==> src/rtl/rf_pkg.sv <==
package rf_pkg;
  localparam int DW     = 16;
  localparam int NREG   = 7;
  localparam int ID_W   = 3;
  localparam int NBANK  = 2;
  localparam int HALF   = DW / 2;
  localparam int NPAIR  = 2;

  typedef enum logic [1:0] {
    SZ_BLO  = 2'd0,
    SZ_BHI  = 2'd1,
    SZ_WORD = 2'd2,
    SZ_LONG = 2'd3
  } size_e;

  typedef logic [NREG-1:0][DW-1:0] regset_t;

  function automatic logic access_bad(input logic [ID_W-1:0] id, input logic [1:0] sz);
    logic bad;
    bad = (int'(id) >= NREG);
    if (sz != SZ_WORD && int'(id) >= NPAIR) bad = 1'b1;
    return bad;
  endfunction
endpackage

==> src/rtl/rf_wr_decode.sv <==
module rf_wr_decode
  import rf_pkg::*;
(
  input  logic              en_i,
  input  logic [ID_W-1:0]   id_i,
  input  logic [1:0]        size_i,
  input  logic [2*DW-1:0]   data_i,
  output logic [NREG-1:0]   we_lo_o,
  output logic [NREG-1:0]   we_hi_o,
  output regset_t           wval_o,
  output logic              illegal_o
);
  logic bad;
  int   idx;

  always_comb begin
    bad       = access_bad(id_i, size_i);
    idx       = int'(id_i);
    we_lo_o   = '0;
    we_hi_o   = '0;
    wval_o    = '0;
    illegal_o = en_i && bad;
    if (en_i && !bad) begin
      case (size_e'(size_i))
        SZ_WORD: begin
          we_lo_o[idx] = 1'b1;
          we_hi_o[idx] = 1'b1;
          wval_o[idx]  = data_i[DW-1:0];
        end
        SZ_BLO: begin
          we_lo_o[idx] = 1'b1;
          wval_o[idx]  = {2{data_i[HALF-1:0]}};
        end
        SZ_BHI: begin
          we_hi_o[idx] = 1'b1;
          wval_o[idx]  = {2{data_i[HALF-1:0]}};
        end
        default: begin
          we_lo_o[idx]       = 1'b1;
          we_hi_o[idx]       = 1'b1;
          wval_o[idx]        = data_i[DW-1:0];
          we_lo_o[idx+NPAIR] = 1'b1;
          we_hi_o[idx+NPAIR] = 1'b1;
          wval_o[idx+NPAIR]  = data_i[2*DW-1:DW];
        end
      endcase
    end
  end

  always_comb begin
    if (illegal_o) begin
      assert_illegal_no_enable_R4: assert ((we_lo_o | we_hi_o) == '0)
        else $error("illegal write still enables a register");
    end
    if (en_i && !bad && size_i == SZ_LONG) begin
      assert_long_four_halves_R5: assert ($countones({we_lo_o, we_hi_o}) == 4)
        else $error("long write does not enable both registers of the pair");
    end
  end
endmodule

==> src/rtl/rf_bank.sv <==
module rf_bank
  import rf_pkg::*;
(
  input  logic            clk,
  input  logic            rst_n,
  input  logic            act_i,
  input  logic [NREG-1:0] we_lo_i,
  input  logic [NREG-1:0] we_hi_i,
  input  regset_t         wval_i,
  output regset_t         regs_o
);
  regset_t mem_q;

  always_ff @(posedge clk or negedge rst_n) begin
    if (!rst_n) begin
      mem_q <= '0;
    end else if (act_i) begin
      for (int i = 0; i < NREG; i++) begin
        if (we_lo_i[i]) mem_q[i][HALF-1:0]  <= wval_i[i][HALF-1:0];
        if (we_hi_i[i]) mem_q[i][DW-1:HALF] <= wval_i[i][DW-1:HALF];
      end
    end
  end

  assign regs_o = mem_q;

  assert_idle_bank_stable_R6: assert property (@(posedge clk) disable iff (!rst_n)
    !act_i |=> $stable(mem_q))
    else $error("inactive bank changed");

  assert_lo_byte_keeps_hi_R3: assert property (@(posedge clk) disable iff (!rst_n)
    (act_i && we_lo_i[0] && !we_hi_i[0]) |=> $stable(mem_q[0][DW-1:HALF]))
    else $error("low byte write disturbed the high byte");
endmodule

==> src/rtl/rf_rd_mux.sv <==
module rf_rd_mux
  import rf_pkg::*;
(
  input  regset_t          regs_i,
  input  logic [ID_W-1:0]  id_i,
  input  logic [1:0]       size_i,
  output logic [2*DW-1:0]  data_o,
  output logic             illegal_o
);
  int idx;

  always_comb begin
    idx       = int'(id_i);
    illegal_o = access_bad(id_i, size_i);
    data_o    = '0;
    if (!illegal_o) begin
      case (size_e'(size_i))
        SZ_WORD: data_o[DW-1:0]   = regs_i[idx];
        SZ_BLO:  data_o[HALF-1:0] = regs_i[idx][HALF-1:0];
        SZ_BHI:  data_o[HALF-1:0] = regs_i[idx][DW-1:HALF];
        default: data_o           = {regs_i[idx+NPAIR], regs_i[idx]};
      endcase
    end
  end
endmodule

==> src/rtl/rf_stack_ptrs.sv <==
module rf_stack_ptrs
  import rf_pkg::*;
(
  input  logic          clk,
  input  logic          rst_n,
  input  logic          irq_sel_i,
  input  logic          wr_en_i,
  input  logic [DW-1:0] wr_data_i,
  output logic [DW-1:0] rd_data_o
);
  logic [DW-1:0] usr_q, irq_q;

  always_ff @(posedge clk or negedge rst_n) begin
    if (!rst_n) begin
      usr_q <= '0;
      irq_q <= '0;
    end else if (wr_en_i) begin
      if (irq_sel_i) irq_q <= wr_data_i;
      else           usr_q <= wr_data_i;
    end
  end

  assign rd_data_o = irq_sel_i ? irq_q : usr_q;

  assert_idle_usr_stable_R9: assert property (@(posedge clk) disable iff (!rst_n)
    (wr_en_i && irq_sel_i) |=> $stable(usr_q))
    else $error("user pointer changed on interrupt pointer write");

  assert_idle_irq_stable_R9: assert property (@(posedge clk) disable iff (!rst_n)
    (wr_en_i && !irq_sel_i) |=> $stable(irq_q))
    else $error("interrupt pointer changed on user pointer write");
endmodule

==> src/rtl/dual_bank_regfile.sv <==
module dual_bank_regfile
  import rf_pkg::*;
(
  input  logic              clk,
  input  logic              rst_n,
  input  logic              bank_sel_i,
  input  logic              stk_sel_i,
  input  logic              wr_en_i,
  input  logic [ID_W-1:0]   wr_id_i,
  input  logic [1:0]        wr_size_i,
  input  logic [2*DW-1:0]   wr_data_i,
  output logic              wr_illegal_o,
  input  logic [ID_W-1:0]   rd_id_i,
  input  logic [1:0]        rd_size_i,
  output logic [2*DW-1:0]   rd_data_o,
  output logic              rd_illegal_o,
  input  logic              sp_wr_en_i,
  input  logic [DW-1:0]     sp_wr_data_i,
  output logic [DW-1:0]     sp_rd_data_o
);
  localparam int BSEL_W = $clog2(NBANK);

  logic [BSEL_W-1:0] bank_q;
  logic              stk_q;
  logic [NREG-1:0]   we_lo, we_hi;
  regset_t           wval;
  regset_t           regs_all [NBANK];

  always_ff @(posedge clk or negedge rst_n) begin
    if (!rst_n) begin
      bank_q <= '0;
      stk_q  <= 1'b1;
    end else begin
      bank_q <= BSEL_W'(bank_sel_i);
      stk_q  <= stk_sel_i;
    end
  end

  rf_wr_decode u_dec (
    .en_i      (wr_en_i),
    .id_i      (wr_id_i),
    .size_i    (wr_size_i),
    .data_i    (wr_data_i),
    .we_lo_o   (we_lo),
    .we_hi_o   (we_hi),
    .wval_o    (wval),
    .illegal_o (wr_illegal_o)
  );

  for (genvar b = 0; b < NBANK; b++) begin : g_bank
    rf_bank u_bank (
      .clk     (clk),
      .rst_n   (rst_n),
      .act_i   (bank_q == BSEL_W'(b)),
      .we_lo_i (we_lo),
      .we_hi_i (we_hi),
      .wval_i  (wval),
      .regs_o  (regs_all[b])
    );
  end

  rf_rd_mux u_rd (
    .regs_i    (regs_all[bank_q]),
    .id_i      (rd_id_i),
    .size_i    (rd_size_i),
    .data_o    (rd_data_o),
    .illegal_o (rd_illegal_o)
  );

  rf_stack_ptrs u_sp (
    .clk       (clk),
    .rst_n     (rst_n),
    .irq_sel_i (stk_q),
    .wr_en_i   (sp_wr_en_i),
    .wr_data_i (sp_wr_data_i),
    .rd_data_o (sp_rd_data_o)
  );

  assert_flag_follows_input_R6: assert property (@(posedge clk) disable iff (!rst_n)
    (bank_sel_i && $past(rst_n)) |=> (bank_q == BSEL_W'(1)))
    else $error("bank flag not captured");

  assert_illegal_write_quiet_R4: assert property (@(posedge clk) disable iff (!rst_n)
    (wr_illegal_o && !sp_wr_en_i) |=> $stable(regs_all[0]) && $stable(regs_all[1]))
    else $error("illegal write changed a register");
endmodule

==> config.mk <==
export PLATFORM = sky130hd
export DESIGN_NAME = dual_bank_regfile
export DESIGN_NICKNAME = d
export VERILOG_FILES = /design/src/rtl/rf_pkg.sv /design/src/rtl/rf_wr_decode.sv /design/src/rtl/rf_bank.sv /design/src/rtl/rf_rd_mux.sv /design/src/rtl/rf_stack_ptrs.sv /design/src/rtl/dual_bank_regfile.sv
export SDC_FILE = /design/constraint.sdc
export NUM_CORES = 1
export LEC_CHECK = 0
export CAP_MARGIN = 20
export CORE_MARGIN = 4
export CORE_UTILIZATION = 40
export CTS_BUF_LIST = sky130_fd_sc_hd__clkbuf_8
export DETAILED_ROUTE_END_ITERATION = 8
export DONT_BUFFER_PORTS = 1
export PLACE_DENSITY = 0.5
export SKIP_CTS_REPAIR_TIMING = 1
export SLEW_MARGIN = 20
export SYNTH_ARGS = -nofsm -noshare
export SYNTH_HDL_FRONTEND = slang
export SYNTH_HIERARCHICAL = 1
export SYNTH_SLANG_ARGS = --single-unit
export TNS_END_PERCENT = 5
==> constraint.sdc <==
create_clock -name clk -period 3.4 [get_ports clk]
set_clock_uncertainty 0.15 [all_clocks]
set_input_delay 0.68 -clock clk [delete_from_list [all_inputs] [get_ports clk]]
set_output_delay 0.68 -clock clk [all_outputs]
set_load 0.05 [all_outputs]
==> impl_results.md <==
- Status: complete, but fails checks
- Violated checks: negative hold slack, negative setup slack
- Synth Flop Type: dfrtp_1
- Initial core utilization: 0.405
- Max-slew violations: 0
- CP most frequent cell: buf_4
- Number of synthesized flops with an enable pin: 0
- Iter 0 DRT Violations: ~1100
- CP Data Required Time: 2570 ps
- Max Root-Sink Buffers: 3
- Setup violations, final: 25
- Top-count cell post-synth: mux2_2
- Max-cap violations: 0
- Data arrival, critical path: 2760 ps
- Asr flop ratio synth: 1.00
- Total grt overflow: 0
- Lkg Pwr: 8.45 nW
- Non-Filler Instances: 1965
- Min Tclk post-route: roughly 3600 ps
- NumNets Final: about 1500
- Multi-input logic area: 9280 sq um
- Die height: approximately 210 um
- CP max-delay cell: dfrtp_4
- Peak VDD IR: 0.000299 V
- Mapped Area: approximately 16000 sq um
- Remaining DRCs: 0
- Largest net degree at the start of global routing: ~260
- CP endpoint kind: output pin
- Max incr delay on CP: 560 ps
- Post-synthesis average cell area: around 12 sq um
- Layout cells sized above 1: 0.464
- Post-route ant nets: 0
- Synth cell count leaders: 321 x mux2_2, 257 x dfrtp_1, 85 x nor2_1, 84 x mux2_4, 61 x nor3_1
- Crit-path cells: buf_6 -> buf_4 -> clkbuf_16 -> mux2_4 -> a2bb2oi_2 -> a21oi_2 -> nor2b_2 -> buf_4
- RSZ-0062 raised after global routing: yes
- Global-route wire length before repair: 75300 um
- Share of the synthesized area in the top cell type: 0.399
- Cell variety after synth: 70
- CTS Sinks: approximately 260
- DP Area: roughly 17000 sq um
- CTS tree: yes
- CP max FO: 15
- Fmax: ~280 MHz
- P&R area growth vs syn: 15.3%
- Port bufs: 0
- Post-synth top area cell: dfrtp_1
- Via/cell ratio: ~6
- Top cells by area, synth: dfrtp_1 40%, mux2_2 22%, mux2_4 7.8%
- FF/Latch Area: 6460 sq um
- Dpl ws: about 250 ps
- CTS Buf Count: around 50
- # rows: 73
- Reg-to-reg slack, setup: around 1100 ps
- Final WS setup: -188 ps
- # IOs: around 110
- Fillcell total: about 3700
- Root Buffer Master: clkbuf_8
- Headroom to the max-slew limit: 0.439
- Fin. Hold Viols: ~260
- Cell area after layout: between 15000 and 20000 sq um
- Power per Cell Area: 397 nW/um^2
- Core Footprint: between 30000 and 40000 sq um
- Total GRT Usage: 0.226
- Flops & latches, synth: between 200 and 300
- Clock latency on the worst-skew pair: between 600 and 700 ps
- CTS HTree Levels: 2
- Routed via count: between 10000 and 15000
- Chip width: around 210 um
- Synth warnings: 6
- Clock-pin slew on the worst setup and hold paths: about 60 ps
- Cell Count Post-Placement: roughly 1900
- Crit path kind: reg2out
- Gate Count Post-Synth: between 1000 and 1500
- GPL Wtd Cong: about 0.86
- Drt total wl: approximately 51000 um
- Vias in the first global route: roughly 12000
- Placed wire-length estimate: about 36000 um
- DRT Pass-1 Iters: 6
- Worst Hold Class: in2async
- CP Launch Type: register
- Worst-Margin Slew: around 840 ps
- Die outline area: roughly 44000 sq um
- Hold slack: -389 ps
- Tcrit/Tclk final: 1.06
- Initial antenna violation count: 0
- Sequential-to-total area share from yosys stat: 0.401
- Routed len/inst: around 26 um
- Syn nets: 1437
==> stage by stage <==
stage          power (mW)  setup TNS [ps]   util
2_1_floorplan        4.11           -1300      -
3_3_place_gp         4.30               0  0.428
3_5_place_dp         4.31               0  0.428
4_1_cts              7.40           -8920  0.453
5_1_grt              7.68           -5750  0.467
6_report             7.37           -3050  0.467
==> cell type report <==
cell class / instances / area share
Clock buffer: 59 / 0.0437
Clock inverter: 27 / 0.00903
Inverter: 9 / 0.00182
Tap cell: 525 / 0.0354
Sequential cell: 258 / 0.348
Multi-Input combinational cell: 994 / 0.499
Antenna cell: 1 / 0.000135
Timing Repair Buffer: 92 / 0.0626
==> cells in the final DEF (no fill, tap or decap), drive strengths merged, types with 17 or more instances in the layout <==
cell         synthesis  routed
mux2               405     405
dfrtp              257     257
nor2                86      86
buf                 86      73
nand2               66      66
nor3                61      61
clkbuf              20      61
mux2i               51      51
a21oi               48      48
inv                  7      29
a32oi               26      26
a211oi              26      26
nor2b               25      25
o21ai               18      18
dlygate4sd3          0      17
o221a               17      17
==> where the power goes <==
part	internal, mW	total (mW)	leakage [nW]	switching (mW)
clock network	1.65	3.03	0.579	1.38
registers	3.18	3.24	3.52	0.0575
logic	0.442	1.10	4.35	0.657
total	5.27	7.37	8.45	2.10
==> kinds of logic (layout without fill, tap and decap cells) <==
family	Yosys count	count (layout)	synth area share
xor+xnor	2	2	0.00109
compound gates	227	227	0.108
other cells	0	1	0
buf+inv	115	187	0.0466
fa+ha+maj	6	6	0.00466
mux	464	464	0.346
flops	258	258	0.401
simple gates	295	295	0.0927
==> path summary, 6_finish.rpt <==
path / startpoint / endpoint / cells after the start
min reg2reg: g_bank[0].u_bank/regs_o[0] / g_bank[0].u_bank/regs_o[0] / 1
max in group asynchronous: rst_n / g_bank[0].u_bank/regs_o[108] / 0
min: rst_n / g_bank[0].u_bank/regs_o[31] / 0
max: bank_q / rd_data_o[8] / 8
min in group clk: sp_wr_data_i[5] / u_sp/irq_q[5] / 1
max reg2reg: bank_q / g_bank[0].u_bank/regs_o[96] / 5
==> layer usage <==
layer  vias to the layer above  wire [um]  global-route usage
li1                       5192          -                   -
met1                      6031      22200               0.313
met2                       426      23000               0.347
met3                        85       3700              0.0579
met4                         0       1760              0.0743
met5                         -          0                   0
==> critical path: cells and delay by family, from the launching register on <==
kind / cells / cell delay [ps]
multiplexers: 1 / 230
buffers and inverters: 4 / 750
AND/OR/NAND/NOR: 1 / 270
AO/OA/AOI/OAI: 2 / 340
flip-flops: 1 / 560
==> registers in the layout, summed over array words and instances (netlist names) <==
| signal | flops |
|---|---|
| u_sp/usr_q | 16 |
| u_sp/irq_q | 16 |
| stk_q | 1 |
| bank_q | 1 |
| g_bank.u_bank/regs_o | 224 |
(Power assumes the default switching activity.)
